==> src/rtl/ipitmr_pkg.sv <==
package ipitmr_pkg;
    localparam int MAX_CPU    = 4;
    localparam int CPU_ID_W   = $clog2(MAX_CPU);
    // Write word field positions
    localparam int WR_REQ_LSB  = 12;
    localparam int WR_CLR_LSB  = 8;
    localparam int WR_TCLR_LSB = 4;
    // Read word field positions
    localparam int RD_ID_LSB   = 0;
    localparam int RD_TMR_LSB  = 4;
    localparam int RD_IPI_LSB  = 8;

    typedef enum logic {
        SLOT_IDLE = 1'b0,
        SLOT_PEND = 1'b1
    } slot_state_e;

    function automatic logic [MAX_CPU-1:0] present_mask(input int n);
        logic [MAX_CPU-1:0] m;
        for (int i = 0; i < MAX_CPU; i++) begin
            m[i] = (i < n);
        end
        return m;
    endfunction
endpackage

==> src/rtl/ipitmr_decode.sv <==
module ipitmr_decode
    import ipitmr_pkg::*;
#(
    parameter int NUM_CPU = 4,
    parameter int DATA_W  = 64
) (
    input  logic              wr_en,
    input  logic [DATA_W-1:0] wdata,
    output logic [MAX_CPU-1:0] req_m,
    output logic [MAX_CPU-1:0] clr_m,
    output logic [MAX_CPU-1:0] tclr_m
);
    localparam logic [MAX_CPU-1:0] PRESENT = present_mask(NUM_CPU);

    logic unused_bits;
    assign unused_bits = ^{wdata[DATA_W-1:WR_REQ_LSB+MAX_CPU], wdata[WR_TCLR_LSB-1:0]};

    always_comb begin
        req_m  = '0;
        clr_m  = '0;
        tclr_m = '0;
        if (wr_en) begin
            req_m  = wdata[WR_REQ_LSB  +: MAX_CPU] & PRESENT;
            clr_m  = wdata[WR_CLR_LSB  +: MAX_CPU] & PRESENT;
            tclr_m = wdata[WR_TCLR_LSB +: MAX_CPU] & PRESENT;
        end
    end
endmodule

==> src/rtl/ipitmr_slot.sv <==
module ipitmr_slot
    import ipitmr_pkg::*;
#(
    parameter bit SET_WINS = 1'b0
) (
    input  logic clk,
    input  logic rst_n,
    input  logic set_i,
    input  logic clr_i,
    output logic pend_o,
    output logic dup_set_o,
    output logic dup_clr_o
);
    slot_state_e cur_q, nxt;

    always_comb begin
        nxt = cur_q;
        unique case (cur_q)
            SLOT_IDLE: if (set_i) nxt = SLOT_PEND;                         // REQ_SET
            SLOT_PEND: if (clr_i && !(SET_WINS && set_i)) nxt = SLOT_IDLE; // CLR_DROP
            default:   nxt = SLOT_IDLE;
        endcase
    end

    always_ff @(posedge clk or negedge rst_n) begin
        if (!rst_n) cur_q <= SLOT_IDLE;
        else        cur_q <= nxt;
    end

    always_comb begin
        pend_o    = 1'b0;
        dup_set_o = 1'b0;
        dup_clr_o = 1'b0;
        unique case (cur_q)
            SLOT_IDLE: dup_clr_o = clr_i;
            SLOT_PEND: begin
                pend_o    = 1'b1;
                dup_set_o = set_i;
            end
            default: ;
        endcase
    end
endmodule

==> src/rtl/ipitmr_readback.sv <==
module ipitmr_readback
    import ipitmr_pkg::*;
#(
    parameter int DATA_W = 64
) (
    input  logic                rd_en,
    input  logic [CPU_ID_W-1:0] req_cpu,
    input  logic [MAX_CPU-1:0]  ipi_pend,
    input  logic [MAX_CPU-1:0]  tmr_pend,
    output logic [DATA_W-1:0]   rdata
);
    always_comb begin
        rdata = '0;
        if (rd_en) begin
            rdata[RD_ID_LSB  +: CPU_ID_W] = req_cpu;
            rdata[RD_TMR_LSB +: MAX_CPU]  = tmr_pend;
            rdata[RD_IPI_LSB +: MAX_CPU]  = ipi_pend;
        end
    end
endmodule

==> src/rtl/ipi_timer_intc.sv <==
module ipi_timer_intc
    import ipitmr_pkg::*;
#(
    parameter int NUM_CPU = 4,
    parameter int DATA_W  = 64
) (
    input  logic                clk,
    input  logic                rst_n,
    input  logic                wr_en,
    input  logic [DATA_W-1:0]   wdata,
    input  logic                rd_en,
    input  logic [CPU_ID_W-1:0] req_cpu,
    input  logic                tick,
    output logic [DATA_W-1:0]   rdata,
    output logic [MAX_CPU-1:0]  ipi_irq,
    output logic [MAX_CPU-1:0]  tmr_irq,
    output logic                redundant_req,
    output logic                redundant_clr
);
    localparam logic [MAX_CPU-1:0] PRESENT = present_mask(NUM_CPU);

    logic [MAX_CPU-1:0] req_m, clr_m, tclr_m;
    logic [MAX_CPU-1:0] ipi_dup_set, ipi_dup_clr;
    logic [MAX_CPU-1:0] tmr_dup_set_unused, tmr_dup_clr_unused;

    ipitmr_decode #(.NUM_CPU(NUM_CPU), .DATA_W(DATA_W)) decode_i (
        .wr_en (wr_en),
        .wdata (wdata),
        .req_m (req_m),
        .clr_m (clr_m),
        .tclr_m(tclr_m)
    );

    for (genvar i = 0; i < MAX_CPU; i++) begin : g_cpu
        ipitmr_slot #(.SET_WINS(1'b0)) ipi_slot_i (
            .clk      (clk),
            .rst_n    (rst_n),
            .set_i    (req_m[i]),
            .clr_i    (clr_m[i]),
            .pend_o   (ipi_irq[i]),
            .dup_set_o(ipi_dup_set[i]),
            .dup_clr_o(ipi_dup_clr[i])
        );
        ipitmr_slot #(.SET_WINS(1'b1)) tmr_slot_i (
            .clk      (clk),
            .rst_n    (rst_n),
            .set_i    (tick & PRESENT[i]),
            .clr_i    (tclr_m[i]),
            .pend_o   (tmr_irq[i]),
            .dup_set_o(tmr_dup_set_unused[i]),
            .dup_clr_o(tmr_dup_clr_unused[i])
        );
    end

    always_ff @(posedge clk or negedge rst_n) begin
        if (!rst_n) begin
            redundant_req <= 1'b0;
            redundant_clr <= 1'b0;
        end else begin
            redundant_req <= |ipi_dup_set;
            redundant_clr <= |ipi_dup_clr;
        end
    end

    ipitmr_readback #(.DATA_W(DATA_W)) readback_i (
        .rd_en   (rd_en),
        .req_cpu (req_cpu),
        .ipi_pend(ipi_irq),
        .tmr_pend(tmr_irq),
        .rdata   (rdata)
    );
endmodule

==> config.mk <==
export PLATFORM = sky130hd
export DESIGN_NAME = ipi_timer_intc
export DESIGN_NICKNAME = d
export VERILOG_FILES = /design/src/rtl/ipitmr_pkg.sv /design/src/rtl/ipitmr_decode.sv /design/src/rtl/ipitmr_slot.sv /design/src/rtl/ipitmr_readback.sv /design/src/rtl/ipi_timer_intc.sv
export SDC_FILE = /design/constraint.sdc
export NUM_CORES = 1
export LEC_CHECK = 0
export ABC_AREA = 1
export BUFFER_PORTS_ARGS = -buffer_cell sky130_fd_sc_hd__buf_2
export CORE_AREA = 2 2 62 58
export CTS_CLUSTER_DIAMETER = 150
export DETAILED_ROUTE_END_ITERATION = 6
export DIE_AREA = 0 0 64 60
export GPL_ROUTABILITY_DRIVEN = 0
export PLACE_DENSITY = 0.85
export SETUP_SLACK_MARGIN = 0.5
export SYNTH_ARGS = -nofsm -noshare
export SYNTH_HDL_FRONTEND = slang
export SYNTH_SLANG_ARGS = --single-unit
export TNS_END_PERCENT = 20
==> constraint.sdc <==
create_clock -name clk -period 1.9 [get_ports clk]
set_input_delay 0.57 -clock clk [delete_from_list [all_inputs] [get_ports clk]]
set_output_delay 0.57 -clock clk [all_outputs]
set_load 0.03 [all_outputs]
==> metrics.yaml, run 1 <==
run_status:
  status: "completed"
power:
  p_clk_frac: 0.143
  ir_worst_vdd_mv: 0.182
  p_int_mw: 0.470
  p_seq_frac: 0.303
  leakagePower_nw: 0.767
  power.density_nw_per_um2: 722
  switching_power_mw: 0.441
  p_comb_frac: 0.554
  switching_share: 0.484
cells_and_area:
  fill_cells: 333
  final_util: 0.391
  layout-drive-gt1-share: 0.422
  syn_to_final_growth_pct: 23.7
  nets: 253
  diodes: 0
  final_common_cell: "conb_1"
  mostFrequentLayoutCells: "conb_1 (54), nand2_1 (28), buf_2 (27)"
yosys:
  yosysSeqAreaShare: 0.245
  synth-seq-cells: 10
  syn_inst: 141
  synth_warnings: 0
  syn_area_um2: 1020
  synth.distinct_cells: 12
  avgSynthCellArea_um2: 7.23
clock_network:
  clock_latency_ps: 250
  cts_root_buffer: "clkbuf_4"
  cts_buffers: 3
  clock_sinks: 10
  cts.clk_slew.worst_paths_ps: 50
  cts_tree: "done"
  ctsHtreeMaxLevel: 1
  cts_max_path_buffers: 2
route:
  drc_errors: 0
  drt_iter0_drc: 18
  wl_met3_um: 269
  viasPerCell: 3.37
  ant_nets: 0
  dr_wl_met2_um: 913
  dr.pass1.iters: 4
  wirelength_um: 1750
  top_layer: "met4"
  routedWlPerCell_um: 7.79
  met1Wirelength_um: 534
  vias: 754
floorplan:
  fp.dieH_um: 60
  core_area_um2: 3230
  std_cell_rows: 20
  start_util: 0.316
  dieArea_um2: 3840
  num_io_pins: 145
  die_x_um: 64
place:
  io_buffers: 38
  hpwl_um: 1310
critical_path:
  start_kind: "primary input"
  cp.required_ps: 1330
  crit_fanout: 5
  cp.arrival_ps: 930
  end_kind: "output pin"
  crit_type: "in2out"
grt:
  grt_pass1_vias: 597
  grt_usage: 0.0861
  grt_pass1_wl_um: 2490
  antenna_found_initial: 0
  grt_max_degree: 17
  grt_overflow: 0
timing:
  rsz0062_at_grt: "yes"
  slew_violations: 0
  clock.fmax_ghz: 0.669
  finalCritPeriodShare: 0.787
  setup_violations: 0
  hold_viol_final: 0
  period_needed_ps: 1500
  tns_ps: 0
  finClkSkew_ps: 0.374
  fin_hold_ws_ps: 159
min_path:
  hold_path.class: "in2async"
run:
  cap_violations: 0
## flip-flops by register name (all words and copies together), names as in the netlist
name and cells:
redundant_clr 1, g_cpu.ipi_slot_i.cur_q 4, g_cpu.tmr_slot_i.cur_q 4, redundant_req 1
## through the flow
stage	total power [mW]	worst slack (ps)	cell area, µm²	instances
finish	0.911	405	1260	224
global route	0.959	385	1260	224
CTS	0.906	419	1250	223
detailed placement	0.683	171	1010	211
global placement	0.679	189	1010	211
floorplan	0.730	487	1280	194
## metal layers
| layer | vias up | GRT usage |
|---|---|---|
| met2 | 58 | 0.158 |
| met1 | 312 | 0.0845 |
| li1 | 380 | - |
| met3 | 4 | 0.0282 |
| met4 | 0 | 0.0559 |
| met5 | - | 0 |
## power by group through the flow
| stage | logic, mW | clock network [mW] | registers, mW |
|---|---|---|---|
| after global placement | 0.397 | 0 | 0.282 |
| after floorplan | 0.435 | 0 | 0.295 |
| after CTS | 0.498 | 0.134 | 0.274 |
| after detailed placement | 0.400 | 0 | 0.283 |
| after global routing | 0.538 | 0.142 | 0.279 |
| final | 0.505 | 0.130 | 0.276 |
## repair_timing
item	in CTS	in global routing
buffers inserted	8	1
pin swaps	7	3
gates resized for setup	38	0
hold endpoints to repair	0	0
setup endpoints to repair	18	18
hold buffers	0	0
gates cloned	1	0
## cell type report
class | count | area [µm²] | area share
sequential | 10 | 254 | 0.201
inverter | 13 | 71.3 | 0.0565
timing repair buffer | 48 | 370 | 0.294
clock buffer | 3 | 22.5 | 0.0179
multi-input combinational | 106 | 488 | 0.387
tap | 44 | 55.1 | 0.0437
## kinds of logic after synthesis
logic type	Yosys count	share of synthesized area
other	1	0.00368
DFF	10	0.245
buffers and inverters	78	0.540
AOI/OAI and AO/OA	4	0.0196
and+or+nand+nor	48	0.191
## worst max-delay path, stage by stage
cell,delay (ps)
buf_16,120
nand2_4,80
inv_4,30
buf_6,120
## synth_stat cells
cell     instances  area share
buf_12           1       0.020
buf_2            1      0.0049
buf_4           62        0.46
buf_6            1       0.011
conb_1           1      0.0037
dfrtp_1         10        0.25
inv_1           13       0.048
nand2_1         38        0.14
nand3_1          2      0.0098
nand3_2          2       0.020
nor2_1           6       0.022
o21ai_1          4       0.020
## worst paths after layout
kind / start / to / slack [ps] / cells after the start
min in group clk: tick / g_cpu[3].tmr_slot_i.cur_q / 550 / 3
worst min register to register: g_cpu[1].ipi_slot_i.cur_q / g_cpu[1].ipi_slot_i.cur_q / 620 / 2
worst max-delay path: rd_en / rdata[6] / 400 / 4
max in group asynchronous: rst_n / g_cpu[1].ipi_slot_i.cur_q / 1550 / 1
worst min-delay path: rst_n / redundant_req / 160 / 1
worst max register to register: g_cpu[2].ipi_slot_i.cur_q / redundant_req / 1010 / 5
Note: power is estimated with default switching activity, not from simulation.
==> run 2: changes to the inputs <==
Settings changed: CORE_AREA 2 2 62 58 to 2 2 65 61, DIE_AREA 0 0 64 60 to 0 0 67 63, PLACE_DENSITY 0.85 to 0.78.
Clock period 1.9 ns to 1.45 ns, I/O delays scaled along.
==> metrics.yaml, run 2 (synthesis gave the netlist of run 1 again) <==
run_status:
  status: "completed"  # unchanged
min_path:
  hold_path.class: "in2async"  # unchanged
timing:
  hold_viol_final: 0  # unchanged
  slew_violations: 0  # unchanged
  finalCritPeriodShare: 0.902
  finClkSkew_ps: 0.164  # was 0.374 ps
  fin_hold_ws_ps: 53.4  # was 159 ps
  setup_violations: 0  # unchanged
  clock.fmax_ghz: 0.765
  period_needed_ps: 1310
  rsz0062_at_grt: "yes"  # unchanged
critical_path:
  crit_fanout: 3  # was 5
  cpMaxStageDelayCell: "dfrtp_1"  # was buf_16
  r2r_start: "g_cpu[2].ipi_slot_i.cur_q"  # unchanged
  regToRegSetupSlack_ps: 580  # was 1010 ps
  slowest_delay_ps: 390  # was 120 ps
  path_delay_family: "flip-flops"  # was buffers and inverters
  cp.required_ps: 1020  # was 1330 ps
  cp.arrival_ps: 870  # was 930 ps
  crit_type: "reg2out"  # was in2out
  path_depth: 3  # was 4
  startpoint: "g_cpu[1].tmr_slot_i.cur_q"  # was rd_en
  crit_chain: "nand2_2 > inv_4 > buf_6"  # was buf_16 > nand2_4 > inv_4 > buf_6
  end_kind: "output pin"  # unchanged
  cp-endpoint: "rdata[5]"  # was rdata[6]
  r2r-end: "redundant_req"  # unchanged
  cp_num_buf_inv: 2  # was 3
  start_kind: "flip-flop"  # was primary input
  ff2ff_path_depth: 5  # unchanged
clock_network:
  cts_max_path_buffers: 2  # unchanged
  clock_sinks: 10  # unchanged
  cts_root_buffer: "clkbuf_8"  # was clkbuf_4
  cts_tree: "done"  # unchanged
  cts_buffers: 3  # unchanged
  postCtsHoldBufs: 0  # unchanged
  ctsHtreeMaxLevel: 1  # unchanged
  cts.clk_slew.worst_paths_ps: 40  # was 50 ps
  clock_latency_ps: 220  # was 250 ps
cells_and_area:
  final_util: 0.346  # was 0.391
  diodes: 0  # unchanged
  mostFrequentLayoutCells: "conb_1 (54), nand2_1 (28), buf_2 (27)"  # unchanged
  finalNonFillerCells: 226  # was 224
  final_common_cell: "conb_1"  # unchanged
  regArea_um2: 255  # was 254 µm²
  reg_top3: "g_cpu.ipi_slot_i.cur_q x4, g_cpu.tmr_slot_i.cur_q x4"  # unchanged
  layout-drive-gt1-share: 0.428  # was 0.422
  syn_to_final_growth_pct: 21.1  # was 23.7%
  nets: 253  # unchanged
  fill_cells: 400  # was 333
  multiInputGateArea_um2: 448  # was 488 µm²
grt:
  grt_usage: 0.0761  # was 0.0861
  use_met1: 0.0597  # was 0.0845
  grtUsageMet2: 0.147  # was 0.158
  use_met3: 0.0252  # was 0.0282
  antenna_found_initial: 0  # unchanged
  grt_pass1_vias: 614  # was 597
  grt_max_degree: 17  # unchanged
  grt_overflow: 0  # unchanged
  grt_pass1_wl_um: 2410  # was 2490 µm
  grt.busiest_layer: "met2"  # unchanged
floorplan:
  num_io_pins: 145  # unchanged
  core_area_um2: 3570  # was 3230 µm²
  die_x_um: 67  # was 64 µm
  std_cell_rows: 21  # was 20
  dieArea_um2: 4220  # was 3840 µm²
  start_util: 0.285  # was 0.316
  fp.dieH_um: 63  # was 60 µm
route:
  vias: 763  # was 754
  drc_errors: 0  # unchanged
  drt_iter0_drc: 10  # was 18
  wirelength_um: 1720  # was 1750 µm
  ant_nets: 0  # unchanged
  dr.pass1.iters: 4  # unchanged
  routedWlPerCell_um: 7.59  # was 7.79 µm
  viasPerCell: 3.38  # was 3.37
power:
  total_power_mw: 1.26  # was 0.911 mW
  power.density_nw_per_um2: 1020  # was 722 nW/µm²
  leakagePower_nw: 0.739  # was 0.767 nW
  ir_worst_vdd_mv: 0.231  # was 0.182 mV
place:
  io_buffers: 38  # unchanged
  hpwl_um: 1380  # was 1310 µm
  dp_cells: 213  # was 211
run:
  cap_violations: 0  # unchanged
-- run 2: per-layer routing --
layer | share of wire | wire, µm
met1 | 0.31 | 527
met2 | 0.55 | 936
met3 | 0.14 | 235
met4 | 0.0093 | 16
met5 | 0 | 0
-- run 2: repair_timing --
| action | CTS | global route |
|---|---|---|
| setup buffers | 8 | 1 |
| gates resized for setup | 29 | 0 |
| pin swaps | 5 | 1 |
| endpoints found under the setup margin | 20 | 20 |
| cloned | 1 | 0 |
-- run 2: worst min path at each step --
stage / endpoint / cells past startpoint / startpoint / slack, ps
5_1_grt: g_cpu[0].tmr_slot_i.cur_q / 1 / rst_n / 50
2_1_floorplan: g_cpu[0].ipi_slot_i.cur_q / 0 / rst_n / 140
6_report: g_cpu[2].tmr_slot_i.cur_q / 1 / rst_n / 50
3_5_place_dp: g_cpu[0].tmr_slot_i.cur_q / 1 / rst_n / 290
4_1_cts: g_cpu[0].tmr_slot_i.cur_q / 1 / rst_n / 50
3_3_place_gp: g_cpu[2].tmr_slot_i.cur_q / 1 / rst_n / 290
-- run 2: metrics by stage --
step	worst slack (ps)	area, µm²	TNS [ps]
after detailed placement	-14.8	1010	-65.3
after global placement	10.3	1010	0
after CTS	141	1230	0
after floorplan	310	1280	0
after global routing	108	1230	0
final	142	1230	0
-- run 2: layout make-up --
class                   instances  share of cell area
clock buffers                   3              0.0334
flip-flops and latches         10               0.207
inverters                      13              0.0598
well taps                      46              0.0466
repair buffers                 48               0.291
multi-input cells             106               0.363
-- run 2: where the power goes --
part,leakage (nW),internal (mW),switching [mW]
Clock,0.0216,0.180,0.0855
Combinational,0.609,0.186,0.458
Sequential,0.108,0.325,0.0273
==> run 3: changes to the inputs <==
Settings changed: BUFFER_PORTS_ARGS -buffer_cell sky130_fd_sc_hd__buf_2 to -buffer_cell sky130_fd_sc_hd__clkbuf_2.
==> metrics.yaml, run 3 (synthesis gave the netlist of run 1 again) <==
floorplan:
  core_area_um2: 3570  # unchanged
  std_cell_rows: 21  # unchanged
  dieArea_um2: 4220  # unchanged
  die_x_um: 67  # unchanged
  num_io_pins: 145  # unchanged
  start_util: 0.285  # unchanged
  fp.dieH_um: 63  # unchanged
clock_network:
  ctsHtreeMaxLevel: 1  # unchanged
  cts_buffers: 3  # unchanged
  clock_latency_ps: 230  # was 220 ps
  cts_max_path_buffers: 2  # unchanged
  cts.clk_slew.worst_paths_ps: 40  # about the same
  cts_tree: "done"  # unchanged
  clock_sinks: 10  # unchanged
  cts_root_buffer: "clkbuf_8"  # unchanged
critical_path:
  cp.required_ps: 1020  # about the same
  cpMaxStageDelayCell: "clkbuf_16"  # was dfrtp_1
  path_delay_family: "buffers and inverters"  # was flip-flops
  worst_path_most_repeated_cell: "buf_8"
  crit_chain: "buf_8 > clkbuf_16 > nand2_4 > inv_4 > buf_8"  # was nand2_2 > inv_4 > buf_6
  ff2ff_path_depth: 5  # unchanged
  slowest_delay_ps: 160  # was 390 ps
  start_kind: "primary input"  # was flip-flop
  r2r_start: "g_cpu[0].ipi_slot_i.cur_q"  # was g_cpu[2].ipi_slot_i.cur_q
  cp_num_buf_inv: 4  # was 2
  crit_fanout: 5  # was 3
  regToRegSetupSlack_ps: 560  # was 580 ps
  cp.arrival_ps: 930  # was 870 ps
  end_kind: "output pin"  # unchanged
  crit_type: "in2out"  # was reg2out
  r2r-end: "redundant_req"  # unchanged
cells_and_area:
  final_common_cell: "conb_1"  # unchanged
  mostFrequentLayoutCells: "conb_1 (54), nand2_1 (28), clkbuf_2 (27)"  # was conb_1 (54), nand2_1 (28), buf_2 (27)
  diodes: 0  # unchanged
  syn_to_final_growth_pct: 26.0  # was 21.1%
  fill_cells: 375  # was 400
  regArea_um2: 254  # was 255 µm²
  nets: 251  # was 253
  multiInputGateArea_um2: 473  # was 448 µm²
  reg_top3: "g_cpu.ipi_slot_i.cur_q x4, g_cpu.tmr_slot_i.cur_q x4"  # unchanged
  layout-drive-gt1-share: 0.416  # was 0.428
route:
  ant_nets: 0  # unchanged
  drc_errors: 0  # unchanged
  routedWlPerCell_um: 8.24  # was 7.59 µm
  viasPerCell: 3.33  # was 3.38
  dr.pass1.iters: 4  # unchanged
  vias: 747  # was 763
  drt_iter0_drc: 32  # was 10
  wirelength_um: 1850  # was 1720 µm
grt:
  grt_overflow: 0  # unchanged
  grt_pass1_vias: 555  # was 614
  grt_max_degree: 17  # unchanged
  antenna_found_initial: 0  # unchanged
  grt_usage: 0.0711  # was 0.0761
  grt_pass1_wl_um: 2240  # was 2410 µm
power:
  ir_worst_vdd_mv: 0.233  # was 0.231 mV
  leakagePower_nw: 0.773  # was 0.739 nW
  power.density_nw_per_um2: 1010  # was 1020 nW/µm²
timing:
  hold_viol_final: 0  # unchanged
  worst_slack_ps: 82.6  # was 142 ps
  setup_violations: 0  # unchanged
  rsz0062_at_grt: "yes"  # unchanged
  slew_violations: 0  # unchanged
  tns_ps: 0  # unchanged
  clock.fmax_ghz: 0.731  # was 0.765 GHz
  finClkSkew_ps: 2.11  # was 0.164 ps
  finalCritPeriodShare: 0.943  # was 0.902
  period_needed_ps: 1370  # was 1310 ps
min_path:
  hold_path.class: "in2async"  # unchanged
run_status:
  status: "completed"  # unchanged
place:
  pre_cts_ws_ps: 35.4  # was -14.8 ps
  io_buffers: 38  # unchanged
  hpwl_um: 1370  # was 1380 µm
run:
  cap_violations: 0  # unchanged
-- run 3: cell types whose count changed in the layout (fill, tap and decap cells not counted), sizes merged --
| cell | before | now |
|---|---|---|
| buf | 48 | 14 |
| clkbuf | 3 | 35 |
-- run 3: through the flow --
stage               utilization  cells  hold WS, ps  power [mW]  cell area (µm²)
floorplan                     -    194          139       0.957             1280
global placement          0.290    214          298       0.901             1030
detailed placement        0.290    214          299       0.907             1030
CTS                       0.333    220         57.5        1.24             1190
global route              0.360    224         67.8        1.37             1280
finish                    0.360    224         55.7        1.30             1280
-- run 3: repair_timing --
action	CTS	global route
resized for setup	23	16
setup endpoints to repair	20	21
pin swaps	0	3
cloned	0	1
buffers inserted	3	3
hold buffers	0	0
-- run 3: worst register-to-register path, cell delays in order, from the launching register on --
cell     delay (ps)
dfrtp_2         420
buf_4           150
nand3_1          60
nand2_1          60
inv_1            50
nand2_1          40
-- run 3: power by group --
group          switching, mW  internal, mW
logic                  0.467         0.200
clock network         0.0893         0.180
registers             0.0359         0.324
-- run 3: worst max-delay path by stage --
| stage | start | end | slack [ps] | cells past startpoint |
|---|---|---|---|---|
| floorplan | rd_en | rdata[11] | 310 | 3 |
| global placement | rd_en | rdata[11] | 40 | 5 |
| detailed placement | rd_en | rdata[10] | 40 | 5 |
| CTS | rd_en | rdata[5] | 80 | 5 |
| global route | rd_en | rdata[5] | 70 | 5 |
| finish | rd_en | rdata[1] | 80 | 5 |
-- run 3: final cells by class --
class                      instances  area share
multi-input combinational        106       0.368
sequential                        10       0.198
tap                               46      0.0448
clock buffer                       3      0.0321
inverter                          13      0.0574
timing repair buffer              46       0.300
-- run 3: metal layers --
metal	GRT usage	part of all wire	up-vias	routed length [µm]
li1	-	-	373	-
met1	0.0610	0.33	315	607
met2	0.130	0.54	56	995
met3	0.0180	0.12	3	214
met4	0.0612	0.016	0	29
met5	0	0	-	0
